--- src/rtl/rng_seq_pkg.sv ---
package rng_seq_pkg;
  localparam int unsigned DATA_W = 32;

  // register offsets
  localparam logic [31:0] OFS_CTRL = 32'h0;
  localparam logic [31:0] OFS_STAT = 32'h4;
  localparam logic [31:0] OFS_DATA = 32'h8;

  // control bits
  localparam int CTRL_EN_BIT   = 2;
  localparam int CTRL_CED_BIT  = 5;
  localparam int CTRL_DIV_LSB  = 16;
  localparam int CTRL_CRST_BIT = 30;

  // status bits
  localparam int ST_RDY_BIT = 0;
  localparam int ST_SEC_BIT = 2;
  localparam int ST_CEI_BIT = 5;
  localparam int ST_SEI_BIT = 6;

  typedef enum logic [4:0] {
    S_CFG_A, S_CFG_B, S_CFG_WAITCR, S_CLR_SR, S_POLL, S_CLR_CE,
    S_RD_DATA, S_OUT, S_REC_SR, S_REC_SET, S_REC_REL, S_REC_WAITCR,
    S_REC_CLRSEI, S_FLUSH, S_REC_CHK, S_REC_WAITSECS, S_FATAL, S_TMO
  } seq_state_e;

  // smallest shift that brings clk_hz down to max_hz or below
  function automatic int unsigned div_exp(longint unsigned clk_hz,
                                          longint unsigned max_hz);
    int unsigned e = 0;
    for (int i = 0; i < 32; i++)
      if ((clk_hz >> e) > max_hz) e++;
    return e;
  endfunction
endpackage

--- src/rtl/rng_wait_timer.sv ---
module rng_wait_timer #(
  parameter int unsigned LIMIT = 10000
) (
  input  logic clk,
  input  logic rst,
  input  logic run,
  output logic expired
);
  localparam int W = $clog2(LIMIT + 1);
  logic [W-1:0] cnt_q;

  always_ff @(posedge clk) begin
    if (rst || !run)
      cnt_q <= '0;
    else if (cnt_q != W'(LIMIT))
      cnt_q <= cnt_q + 1'b1;
  end

  assign expired = run && (cnt_q == W'(LIMIT));
endmodule

--- src/rtl/rng_retry_budget.sv ---
module rng_retry_budget #(
  parameter int unsigned MAX_TRIES = 3
) (
  input  logic clk,
  input  logic rst,
  input  logic clr,
  input  logic bump,
  output logic spent
);
  localparam int W = $clog2(MAX_TRIES + 1);
  logic [W-1:0] cnt_q;

  always_ff @(posedge clk) begin
    if (rst || clr)
      cnt_q <= '0;
    else if (bump)
      cnt_q <= cnt_q + 1'b1;
  end

  assign spent = (cnt_q == W'(MAX_TRIES));

  // the sequencer never starts a repair once the budget is used up
  p_no_bump_when_spent_r9: assert property (@(posedge clk) disable iff (rst)
    bump |-> !spent);
endmodule

--- src/rtl/rng_seed_seq.sv ---
module rng_seed_seq
  import rng_seq_pkg::*;
#(
  parameter bit              COND_RESET  = 1'b1,
  parameter longint unsigned CLK_HZ      = 100_000_000,
  parameter bit              CED_ON      = 1'b1,
  parameter int unsigned     TMO_POLL    = 10000,
  parameter int unsigned     TMO_RECOV   = 100000,
  parameter int unsigned     RETRIES     = 3,
  parameter int unsigned     FLUSH_WORDS = 12,
  parameter logic [31:0]     BASE_ADDR   = 32'h0
) (
  input  logic        clk,
  input  logic        rst,
  output logic        bus_req,
  output logic        bus_we,
  output logic [31:0] bus_addr,
  output logic [31:0] bus_wdata,
  input  logic        bus_ack,
  input  logic [31:0] bus_rdata,
  output logic        word_valid,
  output logic [31:0] word_data,
  input  logic        word_ready,
  output logic        slow_clk_warn,
  output logic        seed_fatal,
  output logic        poll_timeout
);
  localparam longint unsigned MAX_HZ = COND_RESET ? 64'd48_000_000 : 64'd3_000_000;
  localparam int unsigned DIV_EXP = div_exp(CLK_HZ, MAX_HZ);
  localparam logic [31:0] DIV_FIELD = COND_RESET ? (32'(DIV_EXP) << CTRL_DIV_LSB) : 32'h0;
  localparam logic [31:0] CED_FIELD = CED_ON ? 32'h0 : (32'h1 << CTRL_CED_BIT);
  localparam logic [31:0] CRST_MASK = 32'h1 << CTRL_CRST_BIT;
  localparam logic [31:0] CFG_RUN   = DIV_FIELD | CED_FIELD | (32'h1 << CTRL_EN_BIT);
  localparam logic [31:0] CFG_HOLD  = DIV_FIELD | CED_FIELD | CRST_MASK;
  localparam int FLW = $clog2(FLUSH_WORDS + 1);

  seq_state_e state_q;
  logic [31:0] sr_q, data_q, addr_q, wdata_q;
  logic [FLW-1:0] flush_q;
  logic req_q, we_q, boot_q, valid_q, warn_q, fatal_q, tmo_q;

  // access wanted by the current state
  logic acc_bus, acc_we;
  logic [31:0] acc_ofs, acc_wd;
  always_comb begin
    acc_bus = 1'b1; acc_we = 1'b0; acc_ofs = OFS_STAT; acc_wd = '0;
    case (state_q)
      S_CFG_A:      begin acc_we = 1'b1; acc_ofs = OFS_CTRL; acc_wd = CFG_HOLD; end
      S_CFG_B:      begin acc_we = 1'b1; acc_ofs = OFS_CTRL; acc_wd = CFG_RUN; end
      S_REC_SET:    begin acc_we = 1'b1; acc_ofs = OFS_CTRL; acc_wd = CFG_RUN | CRST_MASK; end
      S_REC_REL:    begin acc_we = 1'b1; acc_ofs = OFS_CTRL; acc_wd = CFG_RUN; end
      S_CFG_WAITCR, S_REC_WAITCR: acc_ofs = OFS_CTRL;
      S_CLR_SR, S_CLR_CE: acc_we = 1'b1;
      S_REC_CLRSEI: begin acc_we = 1'b1; acc_wd = sr_q & ~(32'h1 << ST_SEI_BIT); end
      S_POLL, S_REC_SR, S_REC_CHK, S_REC_WAITSECS: acc_ofs = OFS_STAT;
      S_RD_DATA, S_FLUSH: acc_ofs = OFS_DATA;
      default: acc_bus = 1'b0;
    endcase
  end

  // single-outstanding bus port
  always_ff @(posedge clk) begin
    if (rst) begin
      req_q <= 1'b0; we_q <= 1'b0; addr_q <= '0; wdata_q <= '0;
    end else if (req_q) begin
      if (bus_ack) req_q <= 1'b0;
    end else if (acc_bus) begin
      req_q   <= 1'b1;
      we_q    <= acc_we;
      addr_q  <= BASE_ADDR + acc_ofs;
      wdata_q <= acc_wd;
    end
  end

  wire done    = req_q && bus_ack;
  wire poll_ok = boot_q ? bus_rdata[ST_RDY_BIT] : (bus_rdata != '0);
  wire seed_hit = done && (((state_q == S_POLL) && poll_ok && bus_rdata[ST_SEI_BIT]) ||
                           ((state_q == S_RD_DATA) && (bus_rdata == '0)));

  logic spent, tmo_poll, tmo_rec;
  logic bump, clr_budget;
  assign bump       = seed_hit && !spent;
  assign clr_budget = valid_q && word_ready;

  rng_retry_budget #(.MAX_TRIES(RETRIES)) u_budget (
    .clk(clk), .rst(rst), .clr(clr_budget), .bump(bump), .spent(spent));

  rng_wait_timer #(.LIMIT(TMO_POLL)) u_tmo_poll (
    .clk(clk), .rst(rst),
    .run((state_q == S_CFG_WAITCR) || (state_q == S_POLL)), .expired(tmo_poll));

  rng_wait_timer #(.LIMIT(TMO_RECOV)) u_tmo_rec (
    .clk(clk), .rst(rst),
    .run((state_q == S_REC_WAITCR) || (state_q == S_REC_WAITSECS)), .expired(tmo_rec));

  always_ff @(posedge clk) begin
    if (rst) begin
      state_q <= COND_RESET ? S_CFG_A : S_CFG_B;
      sr_q <= '0; data_q <= '0; flush_q <= '0;
      boot_q <= 1'b1; valid_q <= 1'b0; warn_q <= 1'b0;
      fatal_q <= 1'b0; tmo_q <= 1'b0;
    end else begin
      warn_q <= 1'b0;
      case (state_q)
        S_CFG_A: if (done) state_q <= S_CFG_B;
        S_CFG_B: if (done) state_q <= COND_RESET ? S_CFG_WAITCR : S_CLR_SR;
        S_CFG_WAITCR:
          if (done && !bus_rdata[CTRL_CRST_BIT]) state_q <= S_CLR_SR;
          else if (tmo_poll) state_q <= S_TMO;
        S_CLR_SR: if (done) state_q <= S_POLL;
        S_POLL:
          if (done && poll_ok) begin
            boot_q <= 1'b0;
            if (bus_rdata[ST_SEI_BIT]) state_q <= spent ? S_FATAL : S_REC_SR;
            else if (bus_rdata[ST_CEI_BIT]) begin
              warn_q  <= 1'b1;
              state_q <= S_CLR_CE;
            end else state_q <= S_RD_DATA;
          end else if (tmo_poll) state_q <= S_TMO;
        S_CLR_CE: if (done) state_q <= S_RD_DATA;
        S_RD_DATA:
          if (done) begin
            if (bus_rdata == '0) state_q <= spent ? S_FATAL : S_REC_SR;
            else begin
              data_q  <= bus_rdata;
              valid_q <= 1'b1;
              state_q <= S_OUT;
            end
          end
        S_OUT:
          if (word_ready) begin
            valid_q <= 1'b0;
            state_q <= S_POLL;
          end
        S_REC_SR:
          if (done) begin
            sr_q    <= bus_rdata;
            state_q <= (COND_RESET && bus_rdata[ST_SEC_BIT]) ? S_REC_SET : S_REC_CLRSEI;
          end
        S_REC_SET: if (done) state_q <= S_REC_REL;
        S_REC_REL: if (done) state_q <= S_REC_WAITCR;
        S_REC_WAITCR:
          if (done && !bus_rdata[CTRL_CRST_BIT]) state_q <= S_REC_CHK;
          else if (tmo_rec) state_q <= S_TMO;
        S_REC_CLRSEI:
          if (done) begin
            flush_q <= '0;
            state_q <= COND_RESET ? S_POLL : S_FLUSH;
          end
        S_FLUSH:
          if (done) begin
            if (flush_q == FLW'(FLUSH_WORDS - 1)) state_q <= S_REC_CHK;
            else flush_q <= flush_q + 1'b1;
          end
        S_REC_CHK:
          if (done) begin
            if (bus_rdata[ST_SEI_BIT]) state_q <= S_FATAL;
            else state_q <= COND_RESET ? S_REC_WAITSECS : S_POLL;
          end
        S_REC_WAITSECS:
          if (done && !bus_rdata[ST_SEC_BIT]) state_q <= S_POLL;
          else if (tmo_rec) state_q <= S_TMO;
        S_FATAL: fatal_q <= 1'b1;
        S_TMO:   tmo_q   <= 1'b1;
        default: state_q <= S_FATAL;
      endcase
    end
  end

  assign bus_req       = req_q;
  assign bus_we        = we_q;
  assign bus_addr      = addr_q;
  assign bus_wdata     = wdata_q;
  assign word_valid    = valid_q;
  assign word_data     = data_q;
  assign slow_clk_warn = warn_q;
  assign seed_fatal    = fatal_q;
  assign poll_timeout  = tmo_q;

  // request fields hold until acknowledged
  p_req_stable_r12: assert property (@(posedge clk) disable iff (rst)
    (bus_req && !bus_ack) |=> (bus_req && $stable(bus_addr) && $stable(bus_we) && $stable(bus_wdata)));
  // an offered word waits unchanged for the consumer
  p_word_hold_r3: assert property (@(posedge clk) disable iff (rst)
    (word_valid && !word_ready) |=> (word_valid && $stable(word_data)));
  // zero never reaches the output
  p_word_nonzero_r8: assert property (@(posedge clk) disable iff (rst)
    word_valid |-> (word_data != '0));
  // warning lasts a single cycle
  p_warn_pulse_r4: assert property (@(posedge clk) disable iff (rst)
    slow_clk_warn |=> !slow_clk_warn);
  // fatal state is final and silent
  p_fatal_hold_r10: assert property (@(posedge clk) disable iff (rst)
    seed_fatal |=> (seed_fatal && !word_valid));
  // timeout state is final and silent
  p_tmo_hold_r11: assert property (@(posedge clk) disable iff (rst)
    poll_timeout |=> (poll_timeout && !word_valid && !seed_fatal));
endmodule

--- config.mk ---
export PLATFORM = sky130hd
export DESIGN_NAME = rng_seed_seq
export DESIGN_NICKNAME = d
export VERILOG_FILES = /design/src/rtl/rng_seq_pkg.sv /design/src/rtl/rng_wait_timer.sv /design/src/rtl/rng_retry_budget.sv /design/src/rtl/rng_seed_seq.sv
export SDC_FILE = /design/constraint.sdc
export NUM_CORES = 1
export LEC_CHECK = 0
export CAP_MARGIN = 10
export CORE_UTILIZATION = 51
export DETAILED_ROUTE_END_ITERATION = 12
export PLACE_DENSITY = 0.9
export SLEW_MARGIN = 20
export SYNTH_ARGS = -nofsm -noshare
export SYNTH_HDL_FRONTEND = slang
export SYNTH_SLANG_ARGS = --single-unit
--- constraint.sdc ---
create_clock -name clk -period 2.6 [get_ports clk]
set_input_delay 0.52 -clock clk [delete_from_list [all_inputs] [get_ports clk]]
set_output_delay 0.52 -clock clk [all_outputs]
set_load 0.03 [all_outputs]
==> out/results.tsv <==
stage	metric	value	unit
clock_network	cts_tree	done	
sta	rsz0062_at_grt	no	
setup_path	critPathLaunchType	input pin	
clock_network	clockRootBuffer	clkbuf_16	
drt	wl_per_cell	15.91	um
setup_path	cp_data_required_time	2.91	ns
floorplanning	num_rows	40	
power	power.density	721.5	nW/um^2
synthesis	yosys.area_share.xor_xnor	0.03793	
setup_path	reg2reg_depth	6	
drt	drt_wl_total	17650	um
sta	tightest_slew	0.6378	ns
sta	fin_skew	0.005359	ns
layout	register_area	2903	sq um
floorplanning	ios	138	
setup_path	path_class	in -> reg	
setup_path	r2r_end	word_data[20]	
synthesis	synth_cell_type_count	62	
synthesis	async_reset_ff_frac	0	
drt	dr.pass1.iters	5	
global_route	grt_pass1_wl	28190	um
layout	areaGrowthSynthToFinish	31.66	%
clock_network	clk_pin_slew	0.06	ns
floorplanning	fp.dieH	114.6	um
hold_path	hold_path.class	reg -> reg	
power	leakage	2.992	nW
place	placedCellCount	1078	
synthesis	syn-instance-count	790	
sta	slew_headroom	0.5748	
clock_network	cts_sinks	145	
drt	vias	6207	
synthesis	synth-simple-area-share	0.2539	
floorplanning	core-area	12160	sq um
clock_network	clk_path_buf_depth	2	
place	port-buffer-count	106	
sta	fin_crit_sh	0.9252	
sta	layout_min_cycle_time	2.406	ns
layout	nFillCells	931	
synthesis	syn_area_per_cell	8.183	sq um
synthesis	synth_compound_area_frac	0.1612	
clock_network	clk_latency	0.42	ns
synthesis	yosysSeqAreaShare	0.4490	
drt	wl_met1	7612	um
floorplanning	die_area	13130	sq um
drt	drc	0	
setup_path	rrSetupSlack	0.35	ns
sta	finalHoldViolCount	0	
synthesis	synth_warnings	0	
layout	drive_above_1_share	0.1148	
clock_network	cts_buffers	17	
power	power	6.142	mW
clock_network	postCtsSetupRepairBufs	0	
floorplanning	start_util	0.5316	
setup_path	cp_max_fo	6	
setup_path	crit_arrival	2.71	ns
drt	wl_met2	8252	um
drt	dr.first_iter.drc_count	620	
layout	final_cell_mix	nand2_1, dfxtp_1, clkdlybuf4s50_1	
synthesis	synthMuxAreaShare	0.007935	
layout	final_common_cell	nand2_1	
setup_path	worstSetupStartpoint	bus_rdata[25]	
setup_path	endpoint	state_q[2]	
synthesis	synth-adder-area-share	0.01161	
flow_run	cap_violations	0	
layout	utilization	0.6999	
place	gp_congestion	0.9375	
drt	wl_met3	1248	um
status	status	finished, final reports clean	
synthesis	synth_ff_type	dfxtp_1	
synthesis	ys_seq_elements	145	
layout	antenna_cells	0	
global_route	grt_pass1_vias	5804	
synthesis	synth_area	6465	sq um
sta	slew_viol_final	0	
sta	setup_viol	0	
layout	instances_no_fill	1109	
synthesis	synth_edf_count	0	
layout	multi_input_area	3203	sq um
setup_path	r2r_start	state_q[2]	
global_route	gr-total-overflow	0	
sta	fmax	415.7	MHz
global_route	grt_max_degree	64	
floorplanning	fp.dieW	114.6	um
layout	fin_nets	971	
synthesis	synth_top_family_by_area	simple AND/OR/NAND/NOR gates	
global_route	track_usage	0.2749	
power	peakVddDrop	0.0007405	V
drt	topRoutingLayerUsed	met4	
clock_network	h-tree-depth	4	
setup_path	endpoint_kind	register	
drt	antenna_left	0	
drt	routed_via_density	5.597	
global_route	grt_antenna_before_repair	0	
place	dpl.hpwl	11700	um
==> state kept, by name, indices dropped and copies added (netlist names), 2 cells and up <==
signal,count
bus_wdata,31
word_data,32
u_budget.cnt_q,2
flush_q,4
sr_q,31
u_tmo_poll.cnt_q,14
u_tmo_rec.cnt_q,17
bus_addr,2
state_q,5
==> layout make-up <==
cell class / instances / area share
Timing Repair Buffer: 170 / 0.1837
Inverter: 7 / 0.003087
Multi-Input combinational cell: 588 / 0.3763
Tap cell: 168 / 0.02470
Clock inverter: 8 / 0.01499
Clock buffer: 23 / 0.05615
Sequential cell: 145 / 0.3410
==> metal layers <==
metal	up-vias	global-route usage
li1	2926	-
met1	2924	0.3525
met2	301	0.4436
met3	56	0.05876
met4	0	0.1255
met5	-	0
==> report_power, final <==
group	internal, mW	switching, mW	total [mW]
combinational	0.454	0.793	1.25
sequential	2.31	0.0890	2.39
clock	1.58	0.917	2.50
==> cells in the mapped netlist (6+ instances only) <==
library cell  instances  area, sq um
a21oi_1              87        435.4
a22oi_1              29        217.7
and3_1                6        37.54
buf_2                 9        45.04
buf_4                32        240.2
buf_6                 6        67.56
clkbuf_1             33        123.9
dfxtp_1             145         2903
ha_1                  6        75.07
inv_1                 7        26.28
nand2_1             151        566.8
nand2b_1              9        56.30
nand3_1              16        80.08
nand4_1               7        43.79
nor2_1               90        337.8
nor3_1                9        45.04
nor4_1                8        50.05
o21ai_0              15        75.07
or3_1                 6        37.54
xnor2_1               9        78.83
xor2_1               19        166.4
==> kinds of logic (layout without fill, tap and decap cells) <==
| group | count (synthesis) | count (layout) |
|---|---|---|
| fa+ha+maj | 6 | 6 |
| mux | 5 | 5 |
| xor+xnor | 28 | 28 |
| compound gates | 171 | 171 |
| simple gates | 347 | 347 |
| other cells | 1 | 31 |
| flops | 145 | 145 |
| buf+inv | 87 | 208 |
==> critical path, stage by stage <==
cell	delay, ns
clkdlybuf4s50_1	0.43
nor4_1	0.32
buf_4	0.17
nand2_1	0.12
or4_4	0.50
o211ai_1	0.25
nor4b_1	0.28
a21oi_1	0.10
==> what timing repair did <==
action / CTS / global route
setup endpoints to repair: 0 / 1
resized for setup: 0 / 2
hold buffers: 0 / 0
==> how the worst min path moves through the flow <==
stage / start / endpoint / slack [ns] / cells past startpoint
after global placement: word_data[20] / word_data[20] / 0.44 / 2
final: word_data[28] / word_data[28] / 0.45 / 2
after CTS: word_data[24] / word_data[24] / 0.46 / 2
after detailed placement: word_data[24] / word_data[24] / 0.45 / 2
after global routing: word_data[27] / word_data[27] / 0.47 / 2
after floorplan: sr_q[0] / sr_q[0] / 0.44 / 2
==> through the flow <==
stage	TNS, ns	hold slack (ns)	area [sq um]	worst slack, ns
3_5_place_dp	-5.394	0.4477	7894	-0.2450
3_3_place_gp	-3.548	0.4407	7894	-0.2019
5_1_grt	0	0.4691	8512	0.02432
4_1_cts	0	0.4555	8499	0.1942
2_1_floorplan	0	0.4360	6578	0.4911
6_report	0	0.4544	8512	0.1944
Note: power is estimated with default switching activity, not from simulation.
